===== config.mk =====
export PLATFORM = sky130hd
export DESIGN_NAME = dmachan_regfile
export DESIGN_NICKNAME = d
export VERILOG_FILES = /design/src/rtl/dcr_pkg.sv /design/src/rtl/dcr_decode.sv /design/src/rtl/dcr_channel.sv /design/src/rtl/dmachan_regfile.sv
export SDC_FILE = /design/constraint.sdc
export NUM_CORES = 1
export LEC_CHECK = 0
export BUFFER_PORTS_ARGS = -buffer_cell sky130_fd_sc_hd__buf_2
export CAP_MARGIN = 20
export CORE_ASPECT_RATIO = 0.6
export CORE_MARGIN = 1.5
export CORE_UTILIZATION = 50
export DETAILED_ROUTE_END_ITERATION = 8
export PLACE_DENSITY = 0.77
export SETUP_SLACK_MARGIN = 0.5
export SLEW_MARGIN = 10
export SYNTH_ARGS = -nofsm -noshare
export SYNTH_HDL_FRONTEND = slang
export SYNTH_SLANG_ARGS = --single-unit

===== constraint.sdc =====
create_clock -name clk -period 4.8 [get_ports clk]
set_input_delay 0.48 -clock clk [delete_from_list [all_inputs] [get_ports clk]]
set_output_delay 0.48 -clock clk [all_outputs]
set_load 0.01 [all_outputs]

===== src/rtl/dcr_pkg.sv =====
package dcr_pkg;
    localparam int ADDR_W = 8;
    localparam int DATA_W = 32;

    localparam logic [7:0] BANK_BASE   = 8'h80;
    localparam logic [7:0] BANK_STRIDE = 8'h20;
    localparam logic [7:0] KEY_ADDR    = 8'hC7;
    localparam logic [7:0] KEY_OPEN    = 8'h07;

    localparam logic [4:0] OFF_CTRL = 5'h00;
    localparam logic [4:0] OFF_STAT = 5'h02;
    localparam logic [4:0] OFF_CNT  = 5'h04;
    localparam logic [4:0] OFF_PTR  = 5'h0C;
    localparam logic [4:0] OFF_FIN  = 5'h14;
    localparam logic [4:0] OFF_FOUT = 5'h16;

    localparam int B_MASK  = 8;
    localparam int B_GO    = 7;
    localparam int B_RST   = 5;
    localparam int B_ERR   = 0;
    localparam int B_STRAY = 4;
    localparam int B_DONE  = 6;

    typedef enum logic [2:0] {
        RS_NONE, RS_CTRL, RS_STAT, RS_CNT, RS_PTR, RS_FIN, RS_FOUT
    } rsel_e;

    typedef struct packed {
        logic       mask;
        logic       rst;
        logic [1:0] pio;
    } ctrl_t;

    typedef struct packed {
        logic done;
        logic stray;
        logic err;
    } stat_t;

    localparam ctrl_t CTRL_INIT = '{mask: 1'b1, rst: 1'b0, pio: 2'd0};

    function automatic rsel_e offset_to_rsel(input logic [4:0] off);
        case (off)
            OFF_CTRL: return RS_CTRL;
            OFF_STAT: return RS_STAT;
            OFF_CNT:  return RS_CNT;
            OFF_PTR:  return RS_PTR;
            OFF_FIN:  return RS_FIN;
            OFF_FOUT: return RS_FOUT;
            default:  return RS_NONE;
        endcase
    endfunction

    function automatic ctrl_t ctrl_unpack(input logic [15:0] w);
        ctrl_t c;
        c.mask = w[B_MASK];
        c.rst  = w[B_RST];
        c.pio  = w[1:0];
        return c;
    endfunction

    function automatic logic [15:0] ctrl_pack(input ctrl_t c);
        logic [15:0] w;
        w = '0;
        w[B_MASK] = c.mask;
        w[B_RST]  = c.rst;
        w[1:0]    = c.pio;
        return w;
    endfunction

    function automatic logic [7:0] stat_pack(input stat_t s);
        logic [7:0] b;
        b = '0;
        b[B_ERR]   = s.err;
        b[B_STRAY] = s.stray;
        b[B_DONE]  = s.done;
        return b;
    endfunction
endpackage


===== src/rtl/dcr_decode.sv =====
module dcr_decode
    import dcr_pkg::*;
#(
    parameter int NCH = 2
) (
    input  logic [ADDR_W-1:0] addr,
    output logic [NCH-1:0]    ch_hit,
    output rsel_e             rsel,
    output logic              key_hit
);
    localparam logic [2:0] BANK_TAG = BANK_BASE[7:5];

    for (genvar g = 0; g < NCH; g++) begin : g_hit
        assign ch_hit[g] = (addr[7:5] == BANK_TAG + 3'(g));
    end

    assign rsel    = offset_to_rsel(addr[4:0]);
    assign key_hit = (addr == KEY_ADDR);
endmodule


===== src/rtl/dcr_channel.sv =====
module dcr_channel
    import dcr_pkg::*;
(
    input  logic              clk,
    input  logic              rst,
    input  logic              wr_en,
    input  logic              rd_en,
    input  rsel_e             rsel,
    input  logic [DATA_W-1:0] wdata,
    input  logic              go_open,
    input  logic              ev_err,
    input  logic              ev_stray,
    input  logic              ev_done,
    output logic              start_pulse,
    output logic              soft_rst,
    output logic              irq,
    output logic [1:0]        pio,
    output logic [15:0]       cnt,
    output logic [31:0]       ptr,
    output logic [15:0]       fin,
    output logic [15:0]       fout,
    output logic [DATA_W-1:0] rd_word
);
    ctrl_t       ctrl_q;
    stat_t       stat_q, stat_d;
    logic [15:0] cnt_q, fin_q, fout_q;
    logic [31:0] ptr_q;

    always_ff @(posedge clk) begin
        if (rst) begin
            ctrl_q      <= CTRL_INIT;
            cnt_q       <= '0;
            ptr_q       <= '0;
            fin_q       <= '0;
            fout_q      <= '0;
            start_pulse <= 1'b0;
        end else begin
            start_pulse <= 1'b0;
            if (wr_en) begin
                case (rsel)
                    RS_CTRL: begin
                        ctrl_q      <= ctrl_unpack(wdata[15:0]);
                        start_pulse <= wdata[B_GO] & ~wdata[B_RST] & go_open;
                    end
                    RS_CNT:  cnt_q  <= wdata[15:0];
                    RS_PTR:  ptr_q  <= wdata;
                    RS_FIN:  fin_q  <= wdata[15:0];
                    RS_FOUT: fout_q <= wdata[15:0];
                    default: ;
                endcase
            end
        end
    end

    // sticky events; a read empties the byte but a same-cycle event survives
    always_comb begin
        stat_d = (rd_en && rsel == RS_STAT) ? '0 : stat_q;
        stat_d.err   = stat_d.err   | ev_err;
        stat_d.stray = stat_d.stray | ev_stray;
        stat_d.done  = stat_d.done  | ev_done;
    end

    always_ff @(posedge clk) begin
        if (rst || ctrl_q.rst) stat_q <= '0;
        else                   stat_q <= stat_d;
    end

    always_comb begin
        case (rsel)
            RS_CTRL: rd_word = {16'd0, ctrl_pack(ctrl_q)};
            RS_STAT: rd_word = {24'd0, stat_pack(stat_q)};
            RS_CNT:  rd_word = {16'd0, cnt_q};
            RS_PTR:  rd_word = ptr_q;
            RS_FIN:  rd_word = {16'd0, fin_q};
            RS_FOUT: rd_word = {16'd0, fout_q};
            default: rd_word = '0;
        endcase
    end

    assign irq      = (|stat_q) & ~ctrl_q.mask & ~ctrl_q.rst;
    assign soft_rst = ctrl_q.rst;
    assign pio      = ctrl_q.pio;
    assign cnt      = cnt_q;
    assign ptr      = ptr_q;
    assign fin      = fin_q;
    assign fout     = fout_q;
endmodule


===== src/rtl/dmachan_regfile.sv =====
module dmachan_regfile
    import dcr_pkg::*;
#(
    parameter int NCH = 2
) (
    input  logic                clk,
    input  logic                rst,
    input  logic                bus_wr,
    input  logic                bus_rd,
    input  logic [ADDR_W-1:0]   bus_addr,
    input  logic [DATA_W-1:0]   bus_wdata,
    output logic [DATA_W-1:0]   bus_rdata,
    input  logic [NCH-1:0]      ev_err,
    input  logic [NCH-1:0]      ev_stray,
    input  logic [NCH-1:0]      ev_done,
    output logic [NCH-1:0]      start_pulse,
    output logic [NCH-1:0]      soft_rst,
    output logic [NCH-1:0]      irq,
    output logic [2*NCH-1:0]    pio_mode,
    output logic [16*NCH-1:0]   desc_cnt,
    output logic [32*NCH-1:0]   next_ptr,
    output logic [16*NCH-1:0]   fifo_in_thr,
    output logic [16*NCH-1:0]   fifo_out_thr
);
    logic [NCH-1:0]    ch_hit;
    rsel_e             rsel;
    logic              key_hit;
    logic [7:0]        key_q;
    logic              go_open;
    logic [DATA_W-1:0] ch_word [NCH];
    logic [DATA_W-1:0] rd_any;

    dcr_decode #(.NCH(NCH)) u_dec (
        .addr    (bus_addr),
        .ch_hit  (ch_hit),
        .rsel    (rsel),
        .key_hit (key_hit)
    );

    for (genvar g = 0; g < NCH; g++) begin : g_ch
        dcr_channel u_ch (
            .clk         (clk),
            .rst         (rst),
            .wr_en       (bus_wr & ch_hit[g]),
            .rd_en       (bus_rd & ch_hit[g]),
            .rsel        (rsel),
            .wdata       (bus_wdata),
            .go_open     (go_open),
            .ev_err      (ev_err[g]),
            .ev_stray    (ev_stray[g]),
            .ev_done     (ev_done[g]),
            .start_pulse (start_pulse[g]),
            .soft_rst    (soft_rst[g]),
            .irq         (irq[g]),
            .pio         (pio_mode[2*g +: 2]),
            .cnt         (desc_cnt[16*g +: 16]),
            .ptr         (next_ptr[32*g +: 32]),
            .fin         (fifo_in_thr[16*g +: 16]),
            .fout        (fifo_out_thr[16*g +: 16]),
            .rd_word     (ch_word[g])
        );
    end

    always_ff @(posedge clk) begin
        if (rst)                    key_q <= '0;
        else if (bus_wr && key_hit) key_q <= bus_wdata[7:0];
    end
    assign go_open = (key_q == KEY_OPEN);

    always_comb begin
        rd_any = key_hit ? {24'd0, key_q} : '0;
        for (int i = 0; i < NCH; i++)
            if (ch_hit[i]) rd_any = rd_any | ch_word[i];
    end

    always_ff @(posedge clk) begin
        if (rst)         bus_rdata <= '0;
        else if (bus_rd) bus_rdata <= rd_any;
    end
endmodule


# Word level (Yosys, flattened, before mapping)
# Index checks and enable logic that the tools add are counted.
[classes]
n_eq_ne = 15
mux = 9
bitwise_logic = 25
reduce_logical = 20
[ops]
columns = ["operator", "n"]
rows = [
  ["32-bit case mux with 6 select lines", 2],
  ["32-bit two-way mux", 2],
  ["32-bit bitwise OR", 1],
  ["8-bit by 32-bit bitwise OR with 32-bit output", 1],
  ["2-bit AND reduction", 10],
  ["3-bit case mux with 6 select lines", 1],
  ["3-bit == test, second input constant", 5],
  ["1-bit AND", 10],
  ["5-bit == test, second input constant", 2],
  ["8-bit by 3-bit == test with 1-bit output, second input constant", 1],
  ["8-bit == test, second input constant", 1],
  ["8-bit two-way mux", 1],
  ["1-bit inverter", 7],
  ["3-bit by 2-bit == test with 1-bit output, second input constant", 2],
  ["3-bit two-way mux", 2],
  ["1-bit bitwise OR", 6],
  ["3-bit OR reduction", 2],
  ["5-bit by 2-bit == test with 1-bit output, second input constant", 1],
  ["5-bit by 3-bit == test with 1-bit output, second input constant", 1],
  ["5-bit by 4-bit == test with 1-bit output, second input constant", 1],
  ["5-bit zero test", 1],
  ["2-bit OR reduction", 2],
  ["3-bit by 1-bit == test with 1-bit output, second input constant", 1],
  ["1-bit logical AND", 3],
  ["2 further kinds", 3],
]
[totals]
reg_bits = 216
inputBits = 50
output_inout_bits = 202
elab_cells = 93

# Depth between registers and ports, before layout
# Gate-level depths: netlist of the first run.
[logic_depth]
ltp_word = 8
depth_mapped = 9
ltp_nobuf = 5

# Cells and area by module
# From an unflattened synthesis of the first run, not the netlist that was laid out.
[hier_totals]
hier_cells = 1183
area_unflattened_um2 = 9738.1
[modules_own_cells]
columns = ["mod", "n_inst", "cells_each", "area_per_inst_um2"]
rows = [
  ["dcr_channel", 2, 489, 3928.8],
  ["dmachan_regfile", 1, 190, 1775.5],
  ["dcr_decode", 1, 15, 105.1],
]

# Worst setup path before layout of the first run
# OpenSTA, ideal clock, no wires.
[synth_path]
path_type = "input -> register"
from = "in bus_addr[0]"
to = "reg g_ch[1].u_ch.cnt_q[10]"
setup_ns = 0.142
t_arrival_ns = 1.894
required_ns = 4.658
slack_ns = 2.765
path_stages = 8
cell_sequence = "buf_4 > or4_4 > buf_6 > nor2_8 > nand2_1 > clkbuf_1 > nand2_1 > a21oi_2"
[synth_between]
elab_chain_cells = 4
elab_cells_between_ends = 9
cone_classes = "eq/ne (6); mux (1); reduce/logical (2)"
[synth_lines]
columns = ["item", "line_no", "text"]
rows = [
  ["start, declared", "dmachan_regfile.sv:10", "input logic [ADDR_W-1:0] bus_addr,"],
  ["5-bit == test, or another cell as far along", "dcr_pkg.sv:43", "case (off)"],
  ["3-bit case mux with 6 select lines (*)", "dcr_pkg.sv:43", ""],
  ["3-bit by 2-bit == test with 1-bit output (*)", "dcr_channel.sv:40", "case (rsel)"],
  ["2-bit AND reduction (no source line) (*)", "--", ""],
  ["end signal, assigned", "dcr_channel.sv:45", "RS_CNT: cnt_q <= wdata[15:0];"],
  ["end, declared", "dcr_channel.sv:26", "logic [15:0] cnt_q, fin_q, fout_q;"],
]
# Every way passes the cells marked *; elsewhere a longest branch is shown, timed or not.
# A chain may end at the register's enable or synchronous reset.

# Worst setup path after layout of the first run
[layout_path]
from = "in bus_addr[1]"
to = "reg g_ch[0].u_ch.fout_q[13]"
[layout_between]
elab_chain_cells = 4
elab_cells_between_ends = 9
cone_classes = "eq/ne (6); mux (1); reduce/logical (2)"
[layout_lines]
columns = ["item", "line_no", "text"]
rows = [
  ["5-bit == test, or another cell as far along", "dcr_pkg.sv:43", ""],
  ["3-bit case mux with 6 select lines (*)", "dcr_pkg.sv:43", ""],
  ["3-bit == test (*)", "dcr_channel.sv:40", ""],
  ["2-bit AND reduction (no source line) (*)", "--", ""],
  ["end signal, assigned", "dcr_channel.sv:48", "RS_FOUT: fout_q <= wdata[15:0];"],
  ["end, declared", "dcr_channel.sv:26", ""],
]
# Marked as above.

==> results of run 1 <==
-- cell usage after synthesis, drive strengths merged, types with 7 or more instances --
master / n / area, um^2
a211oi: 7 / 62.6
a21oi: 149 / 783
a222oi: 7 / 70.1
a22o: 20 / 175
a22oi: 26 / 195
and2: 7 / 43.8
buf: 56 / 347
clkbuf: 59 / 221
dfxtp: 216 / 4320
mux2i: 73 / 731
nand2: 234 / 878
nand3: 58 / 290
nor2: 91 / 360
nor3: 15 / 91.3
o21ai: 19 / 95.1
-- power groups by stage --
stage                     Clock (mW)  Combinational (mW)  Sequential (mW)
after floorplan                    0               0.118             1.85
after global placement             0               0.188             1.85
after detailed placement           0               0.190             1.85
after CTS                       1.59               0.190             1.81
after global routing            1.67               0.208             1.81
final                           1.60               0.198             1.81
-- cell usage in the layout, fill, tap and decap left out, types with 7 or more instances in the layout --
cell type / count
a22o_1: 20
buf_4: 16
dfxtp_1: 216
buf_2: 250
a21oi_1: 139
nor2_1: 89
nand2_1: 234
o21ai_0: 19
a22oi_1: 26
and2_1: 7
mux2i_1: 73
clkbuf_1: 7
clkbuf_16: 21
a222oi_1: 7
nor3_1: 13
a21oi_2: 10
nand3_1: 58
-- cell type report --
| type | count | area, um^2 |
|---|---|---|
| Clock inverter | 4 | 26.3 |
| Multi-Input combinational cell | 780 | 4400 |
| Timing Repair Buffer | 267 | 1380 |
| Inverter | 4 | 15.0 |
| Sequential cell | 216 | 4320 |
| Fill cell | 1629 | 7100 |
| Clock buffer | 33 | 621 |
| Tap cell | 240 | 300 |
-- state kept, by name, indices dropped and copies added, names as in the netlist --
register / cells
bus_rdata: 32
g_ch.u_ch.ptr: 64
g_ch.u_ch.start_pulse: 2
key_q: 8
g_ch.u_ch.fin: 32
g_ch.u_ch.pio: 4
g_ch.u_ch.cnt: 32
g_ch.u_ch.soft_rst: 2
g_ch.u_ch.fout: 32
g_ch.u_ch.stat_q: 6
g_ch.u_ch.ctrl_q: 2
-- per-layer routing --
metal	wire length (um)	part of all wire, %	track usage (%)
met5	0	0	0
met4	478	1.5	6.26
met3	4870	15	9.21
met2	12900	39	44.1
met1	14700	45	50.8
-- logic make-up after synthesis --
group | Yosys count
buffers and inverters | 119
flip-flops | 216
AND/OR/NAND/NOR | 436
multiplexers | 77
AO/OA/AOI/OAI | 267
-- tightest hold or removal path, cell delays in order --
cell and delay [ps]:
buf_2 110, nand2_1 50, a21oi_1 50
-- stage by stage --
step	setup slack (ps)	instance area, um^2
after floorplan	2760	9310
after global placement	1770	10400
after detailed placement	1670	10400
after CTS	2170	11100
after global routing	1950	11100
final	2090	11100
-- worst paths after layout --
kind | start | to | cells after the start
setup / recovery | bus_addr[1] | g_ch[0].u_ch.fout[13] | 7
hold / removal | bus_wdata[25] | g_ch[0].u_ch.ptr[25] | 3
setup reg to reg | g_ch[1].u_ch.fout[0] | bus_rdata[0] | 5
hold reg to reg | key_q[4] | key_q[4] | 2
==> run_results.csv, run 1 <==
group,metric,value,unit
run_status,status,"finished clean",
logic_synthesis,synth_xor_area_share,0,%
logic_synthesis,ys_types,56,
place,dp_hpwl,23.0,mm
power_and_ir_drop,power_frac_clock,44.3,%
setup_path,crit_arrival,3070,ps
run,max-cap-violations,0,
logic_synthesis,syn_area_per_cell,8.35,um^2
logic_synthesis,synthSimpleGateAreaFrac,20.6,%
logic_synthesis,yosysWarningCount,0,
setup_path,crit_type,"in2reg",
logic_synthesis,synthMuxAreaShare,8.34,%
power_and_ir_drop,p_leak,4.54,nW
die,die_h,109,um
finish,final_nets,1340,
power_and_ir_drop,seq_power_share,50.2,%
cts,clkSinkCount,216,
setup_path,worstSetupStartpointType,"input port",
global_route,grt_pass1_vias,8076,
setup_path,worstPathCellList,"buf_2 -> nand2b_1 -> nor2_2 -> buf_4 -> and2_1 -> mux2i_1 -> nor2_1",
timing,setup-tns-final,0,ps
cts,htreeDepth,1,
finish,final_util,60.9,%
logic_synthesis,async_reset_ff_share,0,%
setup_path,critPathBufInv,2,
timing,hold_violations,0,
logic_synthesis,ys_seq_elements,216,
setup_path,cp_max_fo,30,
die,start_util,51.2,%
setup_path,required,5160,ps
cts,clock-root-buffer,"clkbuf_16",
drt,antenna_left,0,
place,place.port_buffers,251,
global_route,grt_start_max_net_pins,104,
place,place_inst,1507,
power_and_ir_drop,combPwrFrac,5.5,%
logic_synthesis,ys.flop_type,"dfxtp_1",
timing,min_period,2710,ps
drt,via_per_inst,6.04,
timing,final.period_utilization,56.5,%
cts,cts_resized,0,
setup_path,crit_slowest_cell,"and2_1",
cts,hold_buffers,0,
cts,clkLatencyLatePin,490,ps
global_route,grt_pass1_wl,48.4,mm
power_and_ir_drop,p_int,2.75,mW
logic_synthesis,synth_top_family_by_area,"simple AND/OR/NAND/NOR gates",
global_route,grt_overflow,0,
logic_synthesis,synthAdderAreaFrac,0,%
logic_synthesis,syn_inst,1115,
finish,syn_to_final_growth,18.9,%
power_and_ir_drop,total_power,3.60,mW
power_and_ir_drop,p_switching,0.859,mW
timing,max_freq,0.369,GHz
logic_synthesis,synth-compound-area-share,18.4,%
die,dieArea,19500,um^2
die,core_region_area,18200,um^2
place,place_congestion,0.912,
cts,clockBufferDepth,3,
logic_synthesis,ys_seq_area_share,46.5,%
timing,relSlewSlack,26.0,%
timing,fin_skew,8.85,ps
die,row_count,38,
global_route,grt.total_usage,32.6,%
drt,wl_per_cell,21.3,um
drt,drt_iter0_markers,1295,
cts,cts_buffers,21,
power_and_ir_drop,ir_drop,0.192,mV
finish,drive_gt1_share,24.7,%
cts,cts_tree,"yes",
finish,antenna_cells,0,
power_and_ir_drop,switching_share,23.8,%
logic_synthesis,netlist_area,9310,um^2
power_and_ir_drop,p_per_area,326,nW/um^2
setup_path,r2r_slack,3250,ps
setup_path,cpPeakStageDelay,840,ps
global_route,antenna_found_initial,0,
worst_hold_path,hp-class,"in2reg",
timing,rsz0062_at_grt,"no",
timing,finalSetupViolCount,0,
cts,clk_pin_slew,60,ps
drt,drt_wl_total,32.9,mm
drt,dr_total_vias,9325,
cts,cts_setup_buffers,0,
timing,hold_ws,232,ps
timing,report.final.slew_viol_count,0,
die,die_x,179,um
drt,drc_errors,0,
drt,dr.pass1.iters,5,
logic_synthesis,synth_fp_nets,1165,
setup_path,cp-end-kind,"register",
die,io_pins,252,
timing,worst_slew_pin_slew,1110,ps
setup_path,cpLargestDelayFamily,"simple AND/OR/NAND/NOR gates",
finish,final_cells,1544,
logic_synthesis,synth_edf_count,0,
Power figures use the tool's default switching activity.
==> inputs of run 2 (changes only) <==
Settings changed: CORE_UTILIZATION 50 to 48.
Clock period 4.8 ns to 2.25 ns, I/O delays scaled along.
==> run 2 against run 1 <==
The run now ends with design-rule violations left; via count increased by 2.8%; sequential share of layout area decreased by 1.8 points; combinational power is 140% higher; utilization is 0.099 points higher; die area grew 4.1%; first-iteration DRC count is 10% higher; critical path type unchanged; critical endpoint is now g_ch[1].u_ch.cnt[13]; largest power group unchanged.
==> run_results.csv, run 2 (same netlist as run 1, synthesis figures left out) <==
group,metric,value,unit
power_and_ir_drop,p_leak,4.82,nW
timing,finalSetupViolCount,0,
drt,drt_iter0_markers,1424,
cts,clkLatencyLatePin,510,ps
place,dp_hpwl,24.8,mm
global_route,grt_overflow,0,
setup_path,crit_type,"in2reg",
drt,drt_wl_total,34.6,mm
place,post-place-ws,109,ps
global_route,grt_pass1_vias,8574,
timing,hold_violations,0,
finish,antenna_cells,0,
global_route,use_met3,9.43,%
finish,final_nets,1391,
global_route,grt.busiest_layer,"met1",
drt,drc_errors,1,
setup_path,cpPeakStageDelay,690,ps
setup_path,r2r_slack,760,ps
drt,via_per_inst,5.98,
timing,final.period_utilization,73.9,%
power_and_ir_drop,p_per_area,696,nW/um^2
timing,report.final.slew_viol_count,0,
die,start_util,48.9,%
finish,mostFrequentLayoutCells,"buf_2 (250), nand2_1 (234), dfxtp_1 (216)",
place,place_area,10700,um^2
timing,relSlewSlack,45.4,%
drt,dr_total_vias,9582,
die,row_count,39,
cts,cts_setup_buffers,0,
die,core_region_area,19000,um^2
setup_path,worstSetupStartpointType,"input port",
cts,clock-root-buffer,"clkbuf_16",
timing,fin_ws,587,ps
cts,clkSinkCount,216,
run_status,violations,"design-rule violations",
run,max-cap-violations,0,
cts,clockBufferDepth,3,
global_route,grt_start_max_net_pins,84,
setup_path,crit_path_frequent_cell,"nand2_1",
run_status,status,"complete, but fails checks",
timing,worst_slew_pin_slew,818,ps
setup_path,reg2reg_to,"bus_rdata[7]",
cts,clk_pin_slew,70,ps
place,place.port_buffers,251,
drt,wl_per_cell,21.6,um
setup_path,crit_path_end,"g_ch[1].u_ch.cnt[13]",
setup_path,cp_max_fo,16,
worst_hold_path,hp-class,"in2reg",
die,die_h,111,um
setup_path,required,2620,ps
cts,cts_buffers,21,
drt,dr.pass1.iters,9,
global_route,grt.total_usage,33.3,%
finish,final_cells,1602,
global_route,use_met1,51.6,%
finish,design_area,11600,um^2
place,place_inst,1545,
timing,max_freq,0.601,GHz
setup_path,r2r_cells,5,
die,io_pins,252,
die,die_x,183,um
timing,rsz0062_at_grt,"no",
global_route,grt_pass1_wl,52.1,mm
die,dieArea,20300,um^2
cts,cts_tree,"yes",
setup_path,crit_slowest_cell,"or4_4",
drt,antenna_left,0,
finish,drive_gt1_share,26.4,%
setup_path,r2r-start,"g_ch[0].u_ch.fin[7]",
power_and_ir_drop,ir_drop,0.558,mV
timing,min_period,1660,ps
place,place_congestion,0.996,
timing,fin_skew,10.6,ps
timing,setup-tns-final,0,ps
finish,largest_reg_flops,64,
global_route,met2_usage,45.7,%
finish,mostFrequentLayoutCell,"buf_2",
setup_path,cp-startpoint,"bus_addr[3]",
global_route,antenna_found_initial,0,
finish,syn_to_final_growth,24.8,%
setup_path,worstPathCellList,"buf_2 -> or4_4 -> nor2_8 -> nand2_1 -> nand2_1 -> a21oi_2",
setup_path,crit_arrival,2040,ps
setup_path,cp-end-kind,"register",
cts,htreeDepth,1,
## run 2: final cells by class
| class | count | area, um^2 |
|---|---|---|
| fillers | 1694 | 7420 |
| repair buffers | 318 | 1840 |
| clock inverters | 5 | 81.3 |
| multi-input cells | 780 | 4400 |
| well taps | 246 | 308 |
| clock buffers | 33 | 651 |
| flip-flops and latches | 216 | 4320 |
| inverters | 4 | 15.0 |
## run 2: timing repair
item | in CTS | in global routing
resized for setup | 0 | 0
hold endpoints to repair | 35 | 0
hold buffers | 19 | 0
## run 2: worst min-delay path by stage
| stage | start | end | slack (ps) | depth (start not counted) |
|---|---|---|---|---|
| 5_1_grt | ev_err[1] | g_ch[1].u_ch.stat_q[0] | 5 | 3 |
| 3_5_place_dp | g_ch[1].u_ch.ptr[23] | g_ch[1].u_ch.ptr[23] | 460 | 2 |
| 2_1_floorplan | bus_wdata[16] | g_ch[1].u_ch.ptr[16] | 360 | 2 |
| 3_3_place_gp | g_ch[0].u_ch.fin[13] | g_ch[0].u_ch.fin[13] | 450 | 2 |
| 6_report | ev_err[1] | g_ch[1].u_ch.stat_q[0] | 6 | 3 |
| 4_1_cts | ev_err[1] | g_ch[1].u_ch.stat_q[0] | 4 | 3 |
## run 2: critical path: cells and delay by family
kind | cells | cell delay [ps]
and+or+nand+nor | 4 | 1540
buffers and inverters | 1 | 200
AOI/OAI and AO/OA | 1 | 70
## run 2: stage by stage
stage | hold slack, ps | power [mW] | util (%)
after floorplan | 361 | 4.20 | -
after global placement | 454 | 4.37 | 56.2
after detailed placement | 462 | 4.38 | 56.2
after CTS | 3.75 | 8.06 | 61.0
after global routing | 5.17 | 8.30 | 61.0
final | 6.14 | 8.08 | 61.0
## run 2: metal layers
metal / part of all wire, % / wire [um]
met5: 0 / 0
met4: 1.9 / 650
met3: 16 / 5420
met2: 39 / 13600
met1: 43 / 15000
## run 2: power by group
group / switching [mW] / internal, mW / total [mW]
logic: 0.326 / 0.150 / 0.476
registers: 0.0177 / 3.84 / 3.86
clock network: 1.53 / 2.22 / 3.74
==> inputs of run 3 (changes only) <==
Settings changed: CORE_UTILIZATION 48 to 50.
Clock period 2.25 ns to 1.72 ns, I/O delays scaled along.
==> run 3 against run 2 <==
The flow finishes with violations (negative hold slack); total power rose by 29%; register-to-register slack got worse by 580 ps; via count rose by 4.3%; global-route usage rose by 2.5 points; clock power rose by 24%; first-iteration DRC count fell by 5.0%; largest power group unchanged.
==> run_results.csv, run 3 (same netlist as run 1, synthesis figures left out) <==
group,metric,value,unit
worst_hold_path,hp-class,"in2reg",
cts,clkSinkCount,216,
power_and_ir_drop,switching_share,24.0,%
timing,finalSetupViolCount,0,
finish,mostFrequentLayoutCells,"buf_2 (230), nand2_1 (206), a21oi_1 (128)",
finish,mostFrequentLayoutCell,"buf_2",
setup_path,worst-path-stages,6,
setup_path,required,2100,ps
timing,rsz0062_at_grt,"yes",
finish,syn_to_final_growth,40.8,%
timing,max_freq,0.649,GHz
power_and_ir_drop,p_int,7.92,mW
setup_path,critPathBufInv,1,
die,io_pins,252,
finish,final_cells,1667,
finish,drive_gt1_share,43.7,%
drt,antenna_left,0,
timing,relSlewSlack,66.0,%
timing,hold_ws,-18.5,ps
global_route,antenna_found_initial,2,
setup_path,r2r_slack,180,ps
timing,hold_violations,11,
cts,cts_buffers,21,
timing,report.final.slew_viol_count,0,
power_and_ir_drop,seq_power_share,48.2,%
power_and_ir_drop,combPwrFrac,7.4,%
setup_path,r2r_cells,6,
power_and_ir_drop,p_per_area,796,nW/um^2
setup_path,cpLargestDelayFamily,"compound AO/OA/AOI/OAI gates",
die,die_x,179,um
die,core_region_area,18200,um^2
setup_path,crit_path_end,"bus_rdata[2]",
power_and_ir_drop,total_power,10.4,mW
setup_path,crit_type,"reg2reg",
drt,dr_total_vias,9990,
global_route,grt.total_usage,35.8,%
global_route,grt_pass1_wl,52.8,mm
cts,cts_tree,"yes",
drt,drt_wl_total,37.2,mm
setup_path,reg2reg_to,"bus_rdata[2]",
run_status,violations,"negative hold slack",
timing,final.period_utilization,89.6,%
place,dp_hpwl,25.3,mm
die,die_h,109,um
timing,min_period,1540,ps
cts,htreeDepth,1,
power_and_ir_drop,power_frac_clock,44.5,%
cts,hold_buffers,22,
setup_path,r2r-start,"g_ch[0].u_ch.fin[2]",
drt,via_per_inst,5.99,
global_route,grt_pass1_vias,8783,
finish,regArea,4530,um^2
setup_path,crit_slowest_cell,"dfxtp_2",
setup_path,cp_max_fo,2,
cts,clkLatencyLatePin,510,ps
power_and_ir_drop,p_switching,2.51,mW
cts,clockBufferDepth,3,
timing,fin_ws,179,ps
place,place.port_buffers,251,
place,place_inst,1580,
power_and_ir_drop,p_leak,5.37,nW
global_route,grt_start_max_net_pins,94,
run_status,status,"complete, but fails checks",
setup_path,worstSetupStartpointType,"register",
setup_path,worstPathCellList,"mux2i_1 -> buf_4 -> o21ai_1 -> a221o_1 -> a222oi_1 -> nor3_1",
finish,fill_cells,1360,
cts,clock-root-buffer,"clkbuf_16",
setup_path,crit_arrival,1920,ps
timing,worst_slew_pin_slew,509,ps
setup_path,cp-end-kind,"register",
place,post-place-ws,-90.7,ps
die,dieArea,19500,um^2
drt,drt_iter0_markers,1353,
drt,dr.pass1.iters,6,
run,max-cap-violations,0,
drt,drc_errors,0,
global_route,grt_overflow,0,
finish,final_nets,1463,
die,row_count,38,
setup_path,cpPeakStageDelay,330,ps
finish,multi_input_area,4860,um^2
place,place_congestion,0.975,
power_and_ir_drop,ir_drop,0.606,mV
finish,largest_reg_flops,64,
setup_path,cp-startpoint,"g_ch[0].u_ch.fin[2]",
die,start_util,51.2,%
drt,wl_per_cell,22.3,um
cts,clk_pin_slew,70,ps
timing,fin_skew,10.2,ps
[run 3: cell types whose count changed in the layout (fill, tap and decap cells not counted), sizes merged, moves of 2 or more]
cell         previous run  this run
buf                   299       361
diode                   0         3
dlygate4sd3            19        22
clkinv                  1         3
[run 3: worst min-delay path by stage]
stage,end,from,depth (start not counted)
2_1_floorplan,g_ch[1].u_ch.ptr[16],bus_wdata[16],2
3_3_place_gp,g_ch[1].u_ch.ptr[28],bus_wdata[28],3
3_5_place_dp,g_ch[0].u_ch.ptr[31],bus_wdata[31],3
4_1_cts,g_ch[1].u_ch.cnt[9],rst,2
5_1_grt,g_ch[1].u_ch.cnt[11],rst,2
6_report,g_ch[1].u_ch.cnt[9],rst,2
[run 3: power groups by stage]
| stage | Combinational (mW) | Sequential [mW] | Clock (mW) |
|---|---|---|---|
| global placement | 0.616 | 5.16 | 0 |
| finish | 0.767 | 5.02 | 4.64 |
| floorplan | 0.345 | 5.17 | 0 |
| CTS | 0.690 | 5.05 | 4.63 |
| detailed placement | 0.620 | 5.16 | 0 |
| global route | 0.799 | 5.02 | 4.87 |
[run 3: final cells by class]
type                       instances  share of cell area (%)
timing repair buffer             387                    20.7
clock inverter                     6                   0.497
clock buffer                      28                    4.67
antenna                            3                  0.0573
inverter                           4                   0.115
tap                              240                    2.29
sequential                       216                    34.6
multi-input combinational        783                    37.1
[run 3: metal layers]
layer	global-route usage (%)	vias to the layer above	part of all wire (%)
met5	0	-	0
met4	6.14	0	1.9
met3	12.0	60	16
met2	47.9	730	40
met1	55.3	4736	42
li1	-	4464	-
[run 3: timing repair]
item,CTS,global route
endpoints found under the setup margin,142,216
resized for setup,115,162
gates cloned,1,7
buffers inserted,11,9
hold endpoints to repair,55,11
pin swaps,26,25
[run 3: per-stage QoR]
stage,instance area (um^2),setup TNS [ps],util (%)
6_report,13100,0,72.1
5_1_grt,13100,0,72.1
3_3_place_gp,11200,-2760,61.5
3_5_place_dp,11200,-3250,61.5
2_1_floorplan,9530,0,-
4_1_cts,12400,0,68.4
